File: src/rtl/hz_pkg.sv
package hz_pkg;

  typedef enum logic [2:0] {
    IC_NOP    = 3'd0,
    IC_ALU    = 3'd1,
    IC_LOAD   = 3'd2,
    IC_LADR   = 3'd3,
    IC_STORE  = 3'd4,
    IC_BRANCH = 3'd5,
    IC_BRL    = 3'd6
  } iclass_e;

  typedef enum logic [1:0] {
    FS_RF = 2'd0,
    FS_Z4 = 2'd1,
    FS_Z5 = 2'd2
  } fsrc_e;

  // class writes a register in the last stage
  function automatic logic writes_rf(iclass_e c);
    return (c == IC_ALU) || (c == IC_LOAD) || (c == IC_LADR) || (c == IC_BRL);
  endfunction

  // class has its final value at the ALU output (usable from Z4)
  function automatic logic result_in_z4(iclass_e c);
    return (c == IC_ALU) || (c == IC_LADR) || (c == IC_BRL);
  endfunction

  function automatic logic reads_base(iclass_e c);
    return (c == IC_ALU) || (c == IC_LOAD) || (c == IC_LADR) || (c == IC_STORE);
  endfunction

  function automatic logic reads_second(iclass_e c, logic imm);
    return (c == IC_ALU) && !imm;
  endfunction

  function automatic logic reads_data(iclass_e c);
    return c == IC_STORE;
  endfunction

endpackage

File: src/rtl/hz_shadow_pipe.sv
module hz_shadow_pipe
  import hz_pkg::*;
#(
  parameter int REG_W = 5,
  parameter int DEPTH = 3
) (
  input  logic                         clk,
  input  logic                         rst_n,
  input  logic                         inject_nop,
  input  logic [2:0]                   in_cls,
  input  logic [REG_W-1:0]             in_ra,
  input  logic [REG_W-1:0]             in_rb,
  input  logic [REG_W-1:0]             in_rc,
  input  logic                         in_imm,
  output logic [DEPTH-1:0][2:0]        cls_q,
  output logic [DEPTH-1:0][REG_W-1:0]  ra_q,
  output logic [REG_W-1:0]             head_rb,
  output logic [REG_W-1:0]             head_rc,
  output logic                         head_imm
);

  // head slot (ALU stage): takes decode fields or a no-operation
  always_ff @(posedge clk) begin
    if (!rst_n) begin
      cls_q[0] <= IC_NOP;
      ra_q[0]  <= '0;
      head_rb  <= '0;
      head_rc  <= '0;
      head_imm <= 1'b0;
    end else if (inject_nop) begin
      cls_q[0] <= IC_NOP;
      ra_q[0]  <= '0;
      head_rb  <= '0;
      head_rc  <= '0;
      head_imm <= 1'b0;
    end else begin
      cls_q[0] <= in_cls;
      ra_q[0]  <= in_ra;
      head_rb  <= in_rb;
      head_rc  <= in_rc;
      head_imm <= in_imm;
    end
  end

  // later slots only carry class and destination
  for (genvar k = 1; k < DEPTH; k++) begin : g_slot
    always_ff @(posedge clk) begin
      if (!rst_n) begin
        cls_q[k] <= IC_NOP;
        ra_q[k]  <= '0;
      end else begin
        cls_q[k] <= cls_q[k-1];
        ra_q[k]  <= ra_q[k-1];
      end
    end
  end

endmodule

File: src/rtl/hz_fwd_pick.sv
module hz_fwd_pick
  import hz_pkg::*;
#(
  parameter int REG_W = 5
) (
  input  logic             need,
  input  logic [REG_W-1:0] src,
  input  logic [2:0]       mem_cls,
  input  logic [REG_W-1:0] mem_ra,
  input  logic [2:0]       wb_cls,
  input  logic [REG_W-1:0] wb_ra,
  output logic [1:0]       sel
);

  logic hit_mem, hit_wb;

  always_comb begin
    hit_mem = result_in_z4(iclass_e'(mem_cls)) && (mem_ra == src);
    hit_wb  = writes_rf(iclass_e'(wb_cls)) && (wb_ra == src);
    sel     = FS_RF;
    if (need) begin
      if (hit_mem)     sel = FS_Z4;   // younger result first
      else if (hit_wb) sel = FS_Z5;
    end
  end

endmodule

File: src/rtl/hz_stall_detect.sv
module hz_stall_detect
  import hz_pkg::*;
#(
  parameter int REG_W  = 5,
  parameter int NSTG   = 3,
  parameter bit FWD_EN = 1'b1,
  parameter bit RF_WT  = 1'b1
) (
  input  logic [2:0]                  d_cls,
  input  logic [REG_W-1:0]            d_ra,
  input  logic [REG_W-1:0]            d_rb,
  input  logic [REG_W-1:0]            d_rc,
  input  logic                        d_imm,
  input  logic [NSTG-1:0][2:0]        stg_cls,
  input  logic [NSTG-1:0][REG_W-1:0]  stg_ra,
  output logic                        stall
);

  logic [NSTG-1:0] hit;
  logic [NSTG-1:0] late;
  logic use_b, use_c, use_a;

  always_comb begin
    use_b = reads_base(iclass_e'(d_cls));
    use_c = reads_second(iclass_e'(d_cls), d_imm);
    use_a = reads_data(iclass_e'(d_cls));
  end

  for (genvar k = 0; k < NSTG; k++) begin : g_stg
    always_comb begin
      hit[k] = writes_rf(iclass_e'(stg_cls[k])) &&
               ((use_b && (d_rb == stg_ra[k])) ||
                (use_c && (d_rc == stg_ra[k])) ||
                (use_a && (d_ra == stg_ra[k])));
    end

    // late: the producer in this slot cannot reach the consumer in time
    if (k == NSTG - 1) begin : g_last
      assign late[k] = !RF_WT;
    end else if (FWD_EN && (k == 0)) begin : g_head_fwd
      assign late[k] = (iclass_e'(stg_cls[k]) == IC_LOAD);
    end else if (FWD_EN) begin : g_mid_fwd
      assign late[k] = 1'b0;
    end else begin : g_nofwd
      assign late[k] = 1'b1;
    end
  end

  assign stall = |(hit & late);

endmodule

File: src/rtl/hz_unit.sv
module hz_unit
  import hz_pkg::*;
#(
  parameter int REG_W  = 5,
  parameter bit FWD_EN = 1'b1,
  parameter bit RF_WT  = 1'b1
) (
  input  logic             clk,
  input  logic             rst_n,
  input  logic [2:0]       dec_cls,
  input  logic [REG_W-1:0] dec_ra,
  input  logic [REG_W-1:0] dec_rb,
  input  logic [REG_W-1:0] dec_rc,
  input  logic             dec_imm,
  output logic [1:0]       fwd_x,
  output logic [1:0]       fwd_y,
  output logic [1:0]       fwd_md,
  output logic             pause_fetch,
  output logic             pause_decode,
  output logic             bubble
);

  localparam int NSTG = 3;   // ALU, memory, write stages
  localparam int NOPS = 3;   // X, Y, store data

  logic                       stall_c;
  logic [NSTG-1:0][2:0]       stg_cls;
  logic [NSTG-1:0][REG_W-1:0] stg_ra;
  logic [REG_W-1:0]           stg3_rb, stg3_rc;
  logic                       stg3_imm;
  logic [2:0]                 stg3_cls, stg4_cls;

  assign stg3_cls = stg_cls[0];
  assign stg4_cls = stg_cls[1];

  hz_shadow_pipe #(.REG_W(REG_W), .DEPTH(NSTG)) u_pipe (
    .clk        (clk),
    .rst_n      (rst_n),
    .inject_nop (stall_c),
    .in_cls     (dec_cls),
    .in_ra      (dec_ra),
    .in_rb      (dec_rb),
    .in_rc      (dec_rc),
    .in_imm     (dec_imm),
    .cls_q      (stg_cls),
    .ra_q       (stg_ra),
    .head_rb    (stg3_rb),
    .head_rc    (stg3_rc),
    .head_imm   (stg3_imm)
  );

  hz_stall_detect #(.REG_W(REG_W), .NSTG(NSTG), .FWD_EN(FWD_EN), .RF_WT(RF_WT)) u_stall (
    .d_cls   (dec_cls),
    .d_ra    (dec_ra),
    .d_rb    (dec_rb),
    .d_rc    (dec_rc),
    .d_imm   (dec_imm),
    .stg_cls (stg_cls),
    .stg_ra  (stg_ra),
    .stall   (stall_c)
  );

  assign pause_fetch  = stall_c;
  assign pause_decode = stall_c;
  assign bubble       = stall_c;

  if (FWD_EN) begin : g_fwd
    logic [NOPS-1:0]            need;
    logic [NOPS-1:0][REG_W-1:0] src;
    logic [NOPS-1:0][1:0]       sel;

    always_comb begin
      need[0] = reads_base(iclass_e'(stg3_cls));
      need[1] = reads_second(iclass_e'(stg3_cls), stg3_imm);
      need[2] = reads_data(iclass_e'(stg3_cls));
      src[0]  = stg3_rb;
      src[1]  = stg3_rc;
      src[2]  = stg_ra[0];
    end

    for (genvar op = 0; op < NOPS; op++) begin : g_op
      hz_fwd_pick #(.REG_W(REG_W)) u_pick (
        .need    (need[op]),
        .src     (src[op]),
        .mem_cls (stg_cls[1]),
        .mem_ra  (stg_ra[1]),
        .wb_cls  (stg_cls[2]),
        .wb_ra   (stg_ra[2]),
        .sel     (sel[op])
      );
    end

    assign fwd_x  = sel[0];
    assign fwd_y  = sel[1];
    assign fwd_md = sel[2];
  end else begin : g_nofwd
    assign fwd_x  = FS_RF;
    assign fwd_y  = FS_RF;
    assign fwd_md = FS_RF;
  end

endmodule

File: config.mk
export PLATFORM = sky130hd
export DESIGN_NAME = hz_unit
export DESIGN_NICKNAME = d
export VERILOG_FILES = /design/src/rtl/hz_pkg.sv /design/src/rtl/hz_shadow_pipe.sv /design/src/rtl/hz_fwd_pick.sv /design/src/rtl/hz_stall_detect.sv /design/src/rtl/hz_unit.sv
export SDC_FILE = /design/constraint.sdc
export NUM_CORES = 1
export LEC_CHECK = 0
export ABC_AREA = 1
export BUFFER_PORTS_ARGS = -buffer_cell sky130_fd_sc_hd__buf_2
export CELL_PAD_IN_SITES_DETAIL_PLACEMENT = 2
export CELL_PAD_IN_SITES_GLOBAL_PLACEMENT = 2
export CORE_MARGIN = 3
export CORE_UTILIZATION = 31
export DETAILED_ROUTE_END_ITERATION = 8
export HOLD_SLACK_MARGIN = 0.15
export PLACE_DENSITY = 0.76
export SYNTH_ARGS = -nofsm -noshare
export SYNTH_HDL_FRONTEND = slang
export SYNTH_SLANG_ARGS = --single-unit
File: constraint.sdc
create_clock -name clk -period 1.4 [get_ports clk]
set_input_delay 0.14 -clock clk [delete_from_list [all_inputs] [get_ports clk]]
set_output_delay 0.14 -clock clk [all_outputs]
set_load 0.05 [all_outputs]
* Yosys cells after proc, flatten, opt, wreduce, memory -nomap -nowiden *
Index checks and enable logic that the tools add are counted.

operators by class
  bitwise logic cells = 2
  equality and inequality tests = 32
  mux-type cells = 9
  reductions and logical operators = 45

operators with widths
  cell                                                  number
  equality test 5 bit                                   15
  equality test 3 x 2 -> 1 bit (second input constant)  8
  logical OR 1 bit                                      21
  logical AND 1 bit                                     20
  2-to-1 mux 2 bit                                      9
  equality test 3 bit (second input constant)           5
  equality test 3 x 1 -> 1 bit (second input constant)  4
  OR reduction 4 bit                                    1
  AND 3 x 1 -> 3 bit                                    1
  OR reduction 3 bit                                    1
  logical NOT 1 bit                                     2
  NOT 1 bit                                             1

word-level totals
  bits in registers = 35
  logic and storage cells = 97

* Depth between registers and ports, before layout *
Gate-level depths: netlist (run 1).

  word-level depth = 10
  mapped depth = 12
  gate-level depth less buffers = 10

* Cells and area by module *
From an unflattened synthesis (run 1), not the netlist that was laid out.

second synthesis, totals
  cell total of the unflattened synthesis = 378
  area total of the unflattened synthesis = 2250.9 um2

modules (own cells, without submodules)
  module           area each (um2)  cells an instance  instances
  hz_shadow_pipe   1102.3           110                1
  hz_fwd_pick      255.2            59                 3
  hz_stall_detect  330.3            80                 1
  hz_unit          52.6             11                 1

* Least setup slack after synthesis (run 1) *
No wires, ideal clock.

  path type = register -> output
  start point = register u_pipe.cls_q[2] (netlist bit)
  end point = output port fwd_x[1]
  path slack = -0.300 ns
  stages on the path, launching flop included = 7
  buffers on the path = 0
  arrival = 1.560 ns
  data required time = 1.260 ns
  cell sequence = dfxtp_1 -> inv_1 -> nor3_1 -> nor2_1 -> nor3_1 -> nand2_1 -> nor2_1

on the way
  word-level cells in the longest chain between the ends = 5
  elaborated cells between the ends (all ways) = 8

ends and longest elaborated chain
  what                                                                          line                  text
  start, declared                                                               hz_shadow_pipe.sv:15  output logic [DEPTH-1:0][2:0] cls_q,
  equality test 3 x 1 -> 1 bit or equality test 3 x 2 -> 1 bit (tied branches)  hz_pkg.sv:30          return (c == IC_ALU) || (c == IC_LOAD) || (c == IC_LADR) || (c == IC_STORE);
  logical OR 1 bit (2 in series)                                                hz_pkg.sv:30
  logical OR 1 bit *                                                            hz_pkg.sv:30
  2-to-1 mux 2 bit *                                                            hz_fwd_pick.sv:21     if (need) begin
  end, declared                                                                 hz_unit.sv:15         output logic [1:0] fwd_x,

Every way passes the cells marked *; elsewhere a longest branch is shown, timed or not.

* Worst setup path in the final report (run 1) *
  start point = register u_pipe.ra_q[4] (netlist bit)
  end point = output port pause_fetch

on the way
  word-level cells in the longest chain between the ends = 7
  elaborated cells between the ends (all ways) = 11

ends and longest elaborated chain
  what                                           line                                          text
  start, declared                                hz_shadow_pipe.sv:16                          output logic [DEPTH-1:0][REG_W-1:0] ra_q,
  equality test 5 bit, on equally long branches  hz_stall_detect.sv:32, hz_stall_detect.sv:33
  logical AND 1 bit, on equally long branches    hz_stall_detect.sv:32, hz_stall_detect.sv:33
  logical OR 1 bit                               hz_stall_detect.sv:32                         ((use_b && (d_rb == stg_ra[k])) ||
  logical OR 1 bit *                             hz_stall_detect.sv:33                         (use_c && (d_rc == stg_ra[k])) ||
  logical AND 1 bit *                            hz_stall_detect.sv:31                         hit[k] = writes_rf(iclass_e'(stg_cls[k])) &&
  AND 3 x 1 -> 3 bit *                           hz_stall_detect.sv:49                         assign stall = |(hit & late);
  OR reduction 3 bit *                           hz_stall_detect.sv:49
  end, declared                                  hz_unit.sv:18                                 output logic pause_fetch,

Marked as above.

==> results of run 1 <==
## tightest hold or removal path: stages
cell and delay [ns]:
buf_2 0.11, inv_1 0.15, nor2_2 0.07
## Yosys cell counts (2+ instances only)
library cell | count | area (um2)
nor3_1 | 6 | 30.03
nor4_1 | 2 | 12.51
clkbuf_1 | 2 | 7.510
nand3_1 | 4 | 20.02
o21ai_0 | 6 | 30.03
nor2_2 | 10 | 62.56
xnor2_1 | 14 | 122.6
nor3b_1 | 2 | 15.01
nand2_2 | 2 | 12.51
buf_4 | 3 | 22.52
inv_1 | 49 | 183.9
nor2_1 | 28 | 105.1
xor2_1 | 7 | 61.31
o21a_1 | 2 | 15.01
buf_6 | 4 | 45.04
nand2_1 | 66 | 247.7
o22ai_1 | 3 | 18.77
dfxtp_1 | 35 | 700.7
o21ai_1 | 2 | 10.01
inv_2 | 4 | 15.01
o221ai_1 | 2 | 17.52
## power by group
| group | switching (mW) | internal [mW] |
|---|---|---|
| clock | 0.416 | 0.350 |
| combinational | 0.337 | 0.259 |
| sequential | 0.0689 | 1.04 |
| total | 0.821 | 1.65 |
## per-layer routing
layer | up-vias | wire (um) | track usage [%]
li1 | 943 | - | -
met1 | 1072 | 4218 | 30.12
met2 | 61 | 5379 | 49.13
met3 | 19 | 358 | 4.067
met4 | 0 | 317 | 10.55
met5 | - | 0 | 0
## kinds of logic after synthesis
group                     Yosys count  synth area share [%]
AOI/OAI and AO/OA                  18                 6.170
xor gates and xnor gates           21                 9.966
buffers and inverters              64                 16.00
DFF                                35                 37.97
and+or+nand+nor                   126                 29.90
## worst max path at each step
stage	from	endpoint	slack, ns	cells after the start
6_report	u_pipe.ra_q[4]$_SDFF_PP0_	pause_fetch	-0.56	9
5_1_grt	u_pipe.ra_q[4]$_SDFF_PP0_	pause_fetch	-0.60	9
4_1_cts	u_pipe.ra_q[1]$_SDFF_PP0_	pause_fetch	-0.41	9
3_5_place_dp	u_pipe.ra_q[2]$_SDFF_PP0_	fwd_md[0]	-0.27	7
3_3_place_gp	u_pipe.ra_q[0]$_SDFF_PP0_	fwd_md[0]	-0.21	6
2_1_floorplan	u_pipe.ra_q[3]$_SDFF_PP0_	pause_decode	-0.14	10
## metrics by stage
stage                     TNS [ns]  cell area [um2]  power [mW]  utilization (%)  hold WS [ns]
after floorplan            -0.4319             1867       1.330                -        0.2522
after detailed placement    -5.539             2230       1.490            39.52        0.3824
after global placement      -3.796             2230       1.467            39.52        0.3742
after global routing        -10.98             2955       2.561            52.38        0.2292
final                       -9.833             2955       2.466            52.38        0.2205
after CTS                   -5.742             2729       2.283            48.37        0.1528
## area by class of cell
cell class | count | area, um2 | area share (%)
inverters | 54 | 211.5 | 7.155
multi-input cells | 167 | 1132 | 38.32
clock buffers | 7 | 76.32 | 2.583
clock inverters | 1 | 5.005 | 0.1693
well taps | 72 | 90.09 | 3.048
flip-flops and latches | 35 | 743.2 | 25.15
repair buffers | 83 | 696.9 | 23.58
## state kept, by name, indices dropped and copies added, names as in the netlist
register         cells
u_pipe.ra_q         15
u_pipe.cls_q         9
u_pipe.head_rb       5
u_pipe.head_rc       5
u_pipe.head_imm      1
## repair_timing
item,in CTS,in global routing
hold endpoints to repair,18,0
hold buffers,18,0
gates resized for setup,58,50
gates cloned,2,0
pin swaps,9,17
endpoints found under the setup margin,28,28
buffers inserted,2,6
==> results.md, run 1 <==
- Vias: roughly 2,100
- Hold endpoint: u_pipe.cls_q[1]$_SDFF_PP0_
- Area growth syn-to-layout: 60.14%
- Critical path peak fanout: 3
- RSZ-0062 raised after global routing: true
- Tmin final: 1.962 ns
- Pin count of the biggest net entering global routing: 14
- Min-delay src: dec_cls[1]
- Root buffer cell: clkbuf_8
- Drt initial violations: approximately 110
- Total GRT Usage: about a quarter
- Die area: ~7000 um2
- Final period utilization: 140.2%
- WP buf/inv: 3
- # setup viols final: 28
- Num CTS Buffers: 5
- # IOs: 30
- Layout cells sized above 1: between 40% and 50%
- Relative slew slack: roughly 73%
- First-pass GRT wire length: ~14,000 um
- Commonest non-fill, non-tap cells in the layout: nand2_1 (61), inv_1 (45), buf_4 (30), nor2_2 (20), buf_2 (20)
- Syn Inst Count: between 200 and 300
- Setup CP Type: register to output pin
- CTS tree: built
- Worst skew pair latency: approximately 0.30 ns
- CP Capture Type: output pin
- Outcome: finished with violations
- H-tree levels: 2
- Initial cell density of the core: 32.71%
- Layout Nets: between 300 and 400
- Reg-to-Reg End: u_pipe.head_rc[0]$_SDFF_PP0_
- Power Density: around 830 nW/um2
- Synth unique cells: 32
- Die Y: 83.16 um
- Place WS: -0.2708 ns
- Hold depth: 3
- Worst-path clk slew: roughly 0.08 ns
- CORE AREA: between 5000 and 6000 um2
- Clock skew: about 0.0074 ns
- CTS max path bufs: 2
- Max Cap Violations: 0
- Remaining antenna violation count after routing: 0
- Largest stage delay, worst path: roughly 0.35 ns
- Top FF cell, synth: dfxtp_1
- Final WS setup: -0.5621 ns
- WL final: between 10,000 and 15,000 um
- Placer Congestion: around 0.74
- Worst reg-to-reg setup slack: -0.32 ns
- Detailed Place HPWL: roughly 4800 um
- Synth warnings: 0
- RR Startpoint: u_pipe.ra_q[4]$_SDFF_PP0_
- Layout Cells excl Fill: between 400 and 500
- WL/cell: 24.52 um
- Mapped Nets: between 200 and 300
- Layout fillers: approximately 600
- Data required, critical path: 1.26 ns
- # rows: 27
- I/O Buffers: 29
- Final Hold Viols: 0
- Failing checks: negative setup slack
- Die Wd: roughly 83 um
- Average size of a mapped cell: between 6 and 7 um2
- # diodes: 0
- Initial DRT Pass Iterations: 4
- Leakage dissipation: between 1 and 1.5 nW
- Initial antenna violation count: 0
- Hold Path Class: primary input to register
- Vias in the first global route: 2,334
- Least-Margin Pin Slew: roughly 0.40 ns
- Commonest non-fill, non-tap cell in the layout: nand2_1
- Via/cell ratio: approximately 5
- Post-synthesis register bit count: 35
- Async S/R FF share, synth: 0%
- Area of the mapped netlist: between 1500 and 2000 um2
- CP startpoint kind: register
- Fmax: between 0.5 and 0.6 GHz
- Dpl cells: 384
- Total grt overflow: 0
- Sequential element share of the synthesized area: a little under two fifths
- Crit-path cells: buf_4 > nand2_1 > nand2_1 > nor2_2 > nand3_2 > nand3_2 > nand2_4 > clkinvlp_4 > buf_8
- Worst path top cell family by delay: simple AND/OR/NAND/NOR gates
- Clock sinks: 35
- Post-synth EDFFs: 0
- R2R depth: 10
- Max Slew Vio Count: 0
- CP arrival: 1.82 ns
- DRC: 0
- Crit path max-delay cell type: dfxtp_2
- Maximum vdd drop: around 0.00051 V
(Power assumes the default switching activity.)
==> inputs of run 2 (changes only) <==
CTS_CLUSTER_DIAMETER = 120   (was not set)
REMOVE_ABC_BUFFERS = 1   (was not set)
==> results.md, run 2 <==
- Clock sinks: 35 (unchanged)
- # rows: 27 (unchanged)
- Post-synth top cells: nand2_1 (66), inv_1 (49), dfxtp_1 (35)
- Average size of a mapped cell: 6.991 um2 (unchanged)
- I/O Buffers: 29 (unchanged)
- Top cells by area, synth: dfxtp_1 (38%), nand2_1 (13%), inv_1 (10%)
- Num CTS Buffers: 5 (unchanged)
- Post-synthesis register bit count: 35 (unchanged)
- Most numerous cell in the Yosys netlist: nand2_1
- WEP type: primary output
- Placed inst area: 2208 um2 (-0.95%)
- First Err: [ERROR DPL-0033] detailed placement checks failed during check placement.
- Detailed Place HPWL: 4641 um (-2.6%)
- Sequential element share of the synthesized area: 37.97% (unchanged)
- Leading area contributor after synthesis: dfxtp_1
- Pin count of the biggest net entering global routing: 17
- Synth top area share: 37.97% (unchanged)
- Synth warnings: 0 (unchanged)
- Placer Congestion: 0.7688 (+3.9%)
- Outcome: did not finish
- Dpl cells: 384 (unchanged)
- Root buffer cell: clkbuf_8
- Worst EP post-GRT repair: fwd_md[0]
- Top FF cell, synth: dfxtp_1
- Syn Inst Count: 264 (unchanged)
- H-tree levels: 2 (unchanged)
- Post-synth EDFFs: 0 (unchanged)
- Area of the mapped netlist: 1846 um2 (unchanged)
- Async S/R FF share, synth: 0% (unchanged)
- Initial cell density of the core: 32.71% (unchanged)
- Die Y: 83.16 um (unchanged)
- CTS max path bufs: 2 (unchanged)
- Exit stage: 5_1_grt
- Initial antenna violation count: 1
- Synth unique cells: 32 (unchanged)
- Die Wd: 83.16 um (unchanged)
- # IOs: 30 (unchanged)
## run 2: cell counts after synthesis
No cell type changed its count.
## run 2: cell families after synthesis
logic type | after synthesis | synth area share (%)
flip-flops | 35 | 37.97
AO/OA/AOI/OAI | 18 | 6.170
AND/OR/NAND/NOR | 126 | 29.90
buffers and inverters | 64 | 16.00
XOR/XNOR | 21 | 9.966
## run 2: repair_timing
item | in CTS
pin swaps | 23
gates cloned | 3
resized for setup | 91
endpoints found under the hold margin | 17
setup buffers | 2
hold buffers | 17
setup endpoints to repair | 28
## run 2: stage by stage
step                      hold slack (ns)  TNS [ns]  worst slack [ns]
after floorplan                    0.2335    -2.550           -0.5503
after global placement             0.3736    -5.046           -0.2626
after detailed placement           0.3866    -6.557           -0.2958
after CTS                          0.1649    -3.868           -0.3722
==> inputs of run 3 (changes only) <==
CELL_PAD_IN_SITES_DETAIL_PLACEMENT = not set   (was 2)
CELL_PAD_IN_SITES_GLOBAL_PLACEMENT = not set   (was 2)
CORE_UTILIZATION = 39   (was 31)
CTS_CLUSTER_DIAMETER = not set   (was 120)
HOLD_SLACK_MARGIN = not set   (was 0.15)
PLACE_DENSITY = not set   (was 0.76)
PLACE_DENSITY_LB_ADDON = 0.15   (was not set)
==> results.md, run 3 (synthesis results as in run 1) <==
- Outcome: finished with violations
- Failing checks: negative setup slack
- Die Wd: 74.79 um (-10%)
- Place WS: -0.2317 ns (+0.06403 ns)
- Layout Nets: around 350
- Met1 Use GR: ~23%
- Met3 Use GR: 4.005%
- Total grt overflow: 0
- Hold WS: roughly 0.093 ns
- Largest register FFs: 15
- I/O Buffers: 29 (unchanged)
- CORE AREA: between 4000 and 5000 um2
- WL final: 4290 um
- # rows: 24 (-11%)
- Initial antenna violation count: 0
- # hold bufs at CTS: 0 (-17)
- Max Slew Vio Count: 0
- Vias in the first global route: approximately 1,500
- Leakage dissipation: approximately 1.4 nW
- Worst-path clk slew: 0.07 ns
- Layout cells sized above 1: between 40% and 50%
- Hold Path Class: primary input to register
- Setup TNS: -6.156 ns
- CP startpoint kind: register
- Initial DRT Pass Iterations: 4
- Final period utilization: 121.7%
- # IOs: 30 (unchanged)
- Root buffer cell: clkbuf_8
- Met2 Use GR: around a quarter
- Final Hold Viols: 0
- # diodes: 0
- Data required, critical path: 1.26 ns
- Commonest non-fill, non-tap cell in the layout: nand2_1
- Layout fillers: approximately 420
- Power Density: approximately 850 nW/um2
- Detailed Place HPWL: 3310 um (-29%)
- Vias: approximately 1,700
- # setup viols final: 28
- Critical path peak fanout: 3
- First-pass GRT wire length: a little under 7000 um
- H-tree levels: 2 (unchanged)
- WL/cell: about 11 um
- Die area: 5594 um2
- Largest reg by FF count: u_pipe.ra_q
- Max Cap Violations: 0
- Final Core Density: about 59%
- Grt peak-use layer: met2
- Num CTS Buffers: 5 (unchanged)
- Tmin final: around 1.7 ns
- Worst skew pair latency: between 0.2 and 0.3 ns
- Setup CP Type: register to output pin
- Area growth syn-to-layout: 42.71%
- RSZ-0062 raised after global routing: true
- Initial cell density of the core: 41.25% (+8.5 points)
- Largest regs: u_pipe.ra_q: 15 flops, u_pipe.cls_q: 9 flops
- Pin count of the biggest net entering global routing: 17
- Placer Congestion: 0.8259 (+7.4%)
- CP Capture Type: output pin
- Die Y: 74.79 um (-10%)
- Final WS setup: -0.3031 ns
- Via/cell ratio: between 4 and 5
- Total GRT Usage: roughly 16%
- CP arrival: 1.56 ns
- CTS max path bufs: 2 (unchanged)
- Commonest non-fill, non-tap cells in the layout: nand2_1 (62), inv_1 (46), nor2_1 (26), buf_4 (22), buf_2 (20)
- Clock sinks: 35 (unchanged)
- CTS tree: built
- Least-Margin Pin Slew: about 0.41 ns
- DRC: 0
- Relative slew slack: around 73%
- Fmax: roughly 0.59 GHz
- Remaining antenna violation count after routing: 0
- Clock skew: 0.009796 ns
- Drt initial violations: 75
- Maximum vdd drop: 0.0005899 V
==> run 3: power by group <==
part,total (mW),internal (mW),switching (mW)
sequential,1.09,1.04,0.0529
clock,0.729,0.386,0.344
combinational,0.423,0.216,0.206
total,2.24,1.64,0.603
==> run 3: area by class of cell <==
| type | instances | area (um2) | share of cell area [%] |
|---|---|---|---|
| clock buffer | 6 | 82.58 | 3.135 |
| multi-input combinational | 165 | 991.0 | 37.62 |
| tap | 52 | 65.06 | 2.470 |
| inverter | 54 | 210.2 | 7.981 |
| sequential | 35 | 738.2 | 28.03 |
| timing repair buffer | 63 | 541.8 | 20.57 |
| clock inverter | 1 | 5.005 | 0.1900 |
==> run 3: what timing repair did <==
action	CTS	global route
cloned	1	0
endpoints found under the setup margin	27	28
pin swaps	10	18
buffers inserted	1	1
gates resized for setup	52	37
==> run 3: stage by stage <==
step / power [mW] / instances / cell area [um2]
CTS: 2.236 / 375 / 2494
global route: 2.357 / 376 / 2634
detailed placement: 1.467 / 366 / 2211
floorplan: 1.298 / 254 / 1755
finish: 2.243 / 376 / 2634
global placement: 1.465 / 366 / 2211
==> run 3: routing by layer <==
layer | vias to the layer above | wire (um) | part of all wire, %
met5 | - | 0 | 0
met4 | 0 | 74 | 1.7
met3 | 8 | 160 | 3.7
met2 | 39 | 2008 | 47
met1 | 760 | 2047 | 48
li1 | 903 | - | -
==> run 3: final timing paths <==
| kind | from | to | slack, ns | cells after the start |
|---|---|---|---|---|
| worst max register to register | u_pipe.ra_q[2]$_SDFF_PP0_ | u_pipe.ra_q[1]$_SDFF_PP0_ | -0.22 | 12 |
| worst max-delay path | u_pipe.ra_q[5]$_SDFF_PN0_ | fwd_x[0] | -0.30 | 6 |
| worst min register to register | u_pipe.cls_q[5]$_SDFF_PN0_ | u_pipe.cls_q[8]$_SDFF_PN0_ | 0.43 | 2 |
| worst min-delay path | dec_imm | u_pipe.head_imm$_SDFF_PP0_ | 0.09 | 3 |
==> run 3: critical path, stage by stage (launching register included) <==
cell and delay, ns:
dfxtp_4 0.36, xnor2_2 0.12, nand2_1 0.10, nor4_2 0.27, buf_4 0.15, o21a_1 0.12, buf_6 0.15
==> inputs of run 4 (changes only) <==
ABC_AREA = not set   (was 1)
GPL_ROUTABILITY_DRIVEN = 0   (was not set)
==> results.md, run 4 <==
- Outcome: finished with violations
- Failing checks: negative setup slack
- Least-Margin Pin Slew: 0.3557 ns (-0.05192 ns)
- RSZ-0062 raised after global routing: true
- Initial cell density of the core: 41.94% (+0.69 points)
- Synth top area share: 40.32% (+2.4 points)
- CTS tree: built
- Top FF cell, synth: dfxtp_1
- Worst skew pair latency: 0.29 ns (about the same)
- Layout fillers: 338 (-19%)
- CP startpoint kind: register
- Largest register FFs: 15 (unchanged)
- Dpl cells: 292 (-20%)
- Max Cap Violations: 0 (unchanged)
- First-pass GRT wire length: 7486 um (+9.7%)
- Total grt overflow: 0 (unchanged)
- Area growth syn-to-layout: 56.01%
- Max Slew Vio Count: 0 (unchanged)
- Die Y: 72.76 um (-2.7%)
- Hold depth: 3 (unchanged)
- R2R depth: 7 (-5)
- Setup CP Type: register to output pin
- Crit-path cells: nand2_1 > mux2_4 > or4_4 > o31a_1 > buf_6
- WP buf/inv: 1 (-1)
- RR Startpoint: u_pipe.cls_q[2]$_SDFF_PP0_
- Num CTS Buffers: 5 (unchanged)
- DRC: 0 (unchanged)
- Post-synth EDFFs: 0 (unchanged)
- Pin count of the biggest net entering global routing: 20 (+3)
- Most numerous cell in the Yosys netlist: dfxtp_1
- Final Hold Viols: 0 (unchanged)
- # diodes: 0 (unchanged)
- Vias: 1,620 (-5.3%)
- CP arrival: 1.91 ns (+0.35 ns)
- Sequential element share of the synthesized area: 40.32% (+2.4 points)
- Largest reg by FF count: u_pipe.ra_q
- Critical Path Source: u_pipe.cls_q[5]$_SDFF_PN0_
- Power Density: 860.8 nW/um2 (+1.1%)
- Final period utilization: 146.6% (+25 points)
- # IOs: 30 (unchanged)
- Fmax: 0.4873 GHz (-17%)
- CP Capture Type: output pin
- Data required, critical path: 1.26 ns (about the same)
- Async S/R FF share, synth: 0% (unchanged)
- Initial antenna violation count: 0 (unchanged)
- Total GRT Usage: 19.09% (+2.9 points)
- H-tree levels: 2 (unchanged)
- Clock skew: 0.005585 ns (-0.004211 ns)
- Vias in the first global route: 1,600 (+5.8%)
- Root buffer cell: clkbuf_8
- Tmin final: 2.052 ns (+0.3491 ns)
- Commonest non-fill, non-tap cells in the layout: buf_4 (34), dfxtp_1 (24), nand2_1 (21), xor2_1 (20), buf_2 (20)
- CP Depth: 5 (-1)
- Placed inst area: 2152 um2 (-2.7%)
- Leading area contributor after synthesis: dfxtp_1
- Via/cell ratio: 5.209 (+15%)
- Critical path peak fanout: 3 (unchanged)
- Drt initial violations: 68 (-9.3%)
- Post-synthesis register bit count: 35 (unchanged)
- # setup viols final: 28 (unchanged)
- Die area: 5293 um2 (-5.4%)
- CTS max path bufs: 2 (unchanged)
- Post-synth top cells: dfxtp_1 (35), xnor2_1 (25), xor2_1 (22)
- Layout cells sized above 1: 48.28% (+7.2 points)
- CORE AREA: 4144 um2 (-7.4%)
- Top cells by area, synth: dfxtp_1 (40%), xnor2_1 (13%), xor2_1 (11%)
- Detailed Place HPWL: 3183 um (-3.8%)
- Largest stage delay, worst path: 0.51 ns (+0.15 ns)
- WL final: 5039 um (+17%)
- Syn Inst Count: 191 (-28%)
- Layout Cells excl Fill: 311 (-17%)
- Total power: 2.334 mW (+4.0%)
- Area of the mapped netlist: 1738 um2 (-5.8%)
- Hold Path Class: primary input to register
- WL/cell: 16.20 um (+42%)
- Worst-path clk slew: 0.07 ns (about the same)
- Commonest non-fill, non-tap cell in the layout: buf_4
- Worst path top cell family by delay: simple AND/OR/NAND/NOR gates
- Crit path max-delay cell type: or4_4
- # hold bufs at CTS: 0 (unchanged)
- Largest regs: u_pipe.ra_q: 15 flops, u_pipe.cls_q: 9 flops
- I/O Buffers: 29 (unchanged)
- Synth warnings: 0 (unchanged)
- Layout Nets: 281 (-19%)
- Relative slew slack: 75.95% (+3.3 points)
- Average size of a mapped cell: 9.099 um2 (+30%)
- Maximum vdd drop: 0.0004255 V (-28%)
- Remaining antenna violation count after routing: 0 (unchanged)
- Initial DRT Pass Iterations: 5 (+1)
- Final WS setup: -0.6522 ns (-0.3491 ns)
- Final Cell Area: 2711 um2 (+2.9%)
- Die Wd: 72.76 um (-2.7%)
- Synth unique cells: 31 (-3.1%)
- Min-delay src: dec_rb[3]
- Clock sinks: 35 (unchanged)
- Leakage dissipation: 1.209 nW (-13%)
- # rows: 23 (-4.2%)
## run 4: cell count changes after synthesis, moves of 6 or more
cell and delta:
and2_1 +15, nor2_1 -22, buf_2 +7, o21ai_0 -6, nor2_2 -10, xnor2_1 +11
inv_1 -49, xor2_1 +15, nand2_1 -45, nor3_1 +14
## run 4: cell families (layout without fill, tap and decap cells)
family | count (synthesis) | count (layout) | synth area share (%)
XOR/XNOR | 47 | 47 | 23.69
multiplexers | 1 | 1 | 0.6479
buffers and inverters | 14 | 84 | 4.391
AND/OR/NAND/NOR | 88 | 88 | 28.15
AO/OA/AOI/OAI | 6 | 6 | 2.808
flip-flops | 35 | 35 | 40.32
## run 4: final timing paths
path,slack [ns],to
hold reg to reg,0.46,u_pipe.cls_q[7]$_SDFF_PN0_
setup reg to reg,-0.31,u_pipe.head_rb[1]$_SDFF_PP0_
hold / removal,0.08,u_pipe.head_rb[3]$_SDFF_PP0_
setup / recovery,-0.65,fwd_y[1]
## run 4: area by class of cell
type / count / area [um2] / share of cell area [%]
tap: 50 / 62.56 / 2.307
clock buffer: 7 / 86.33 / 3.184
multi-input combinational: 142 / 1196 / 44.12
clock inverter: 1 / 8.758 / 0.3230
sequential: 35 / 724.4 / 26.72
timing repair buffer: 76 / 633.1 / 23.35
## run 4: repair_timing
action                                  CTS  global route
resized for setup                        47            36
buffers inserted                          4             5
gates cloned                              0             2
pin swaps                                10            16
endpoints found under the setup margin   28            28
## run 4: worst register-to-register path, cell delays in order (launching register included)
cell	delay, ns
dfxtp_4	0.35
buf_6	0.12
nor4b_4	0.32
buf_4	0.16
nand4_1	0.15
o22ai_4	0.27
buf_6	0.17
nor3_1	0.06
## run 4: metrics by stage
stage | setup slack [ns] | setup TNS (ns) | util, % | hold WS, ns
2_1_floorplan | -1.384 | -8.695 | - | 0.2538
6_report | -0.6522 | -10.55 | 65.43 | 0.08481
3_3_place_gp | -0.4555 | -6.190 | 51.93 | 0.3825
4_1_cts | -0.7169 | -7.691 | 60.11 | 0.06364
3_5_place_dp | -0.5118 | -6.722 | 51.93 | 0.3849
5_1_grt | -0.7492 | -12.66 | 65.43 | 0.09359
## run 4: layer usage
| metal | GRT usage [%] | wire length [um] | vias to the layer above |
|---|---|---|---|
| met1 | 22.35 | 2050 | 769 |
| met3 | 4.683 | 258 | 12 |
| li1 | - | - | 772 |
| met5 | 0 | 0 | - |
| met4 | 10.66 | 136 | 0 |
| met2 | 31.76 | 2594 | 67 |
## run 4: power breakdown
part           switching [mW]  leakage [nW]  total (mW)  internal, mW
Sequential             0.0444         0.294        1.08          1.04
Clock                   0.379        0.0484       0.782         0.403
Combinational           0.219         0.867       0.467         0.248
Total                   0.642          1.21        2.33          1.69
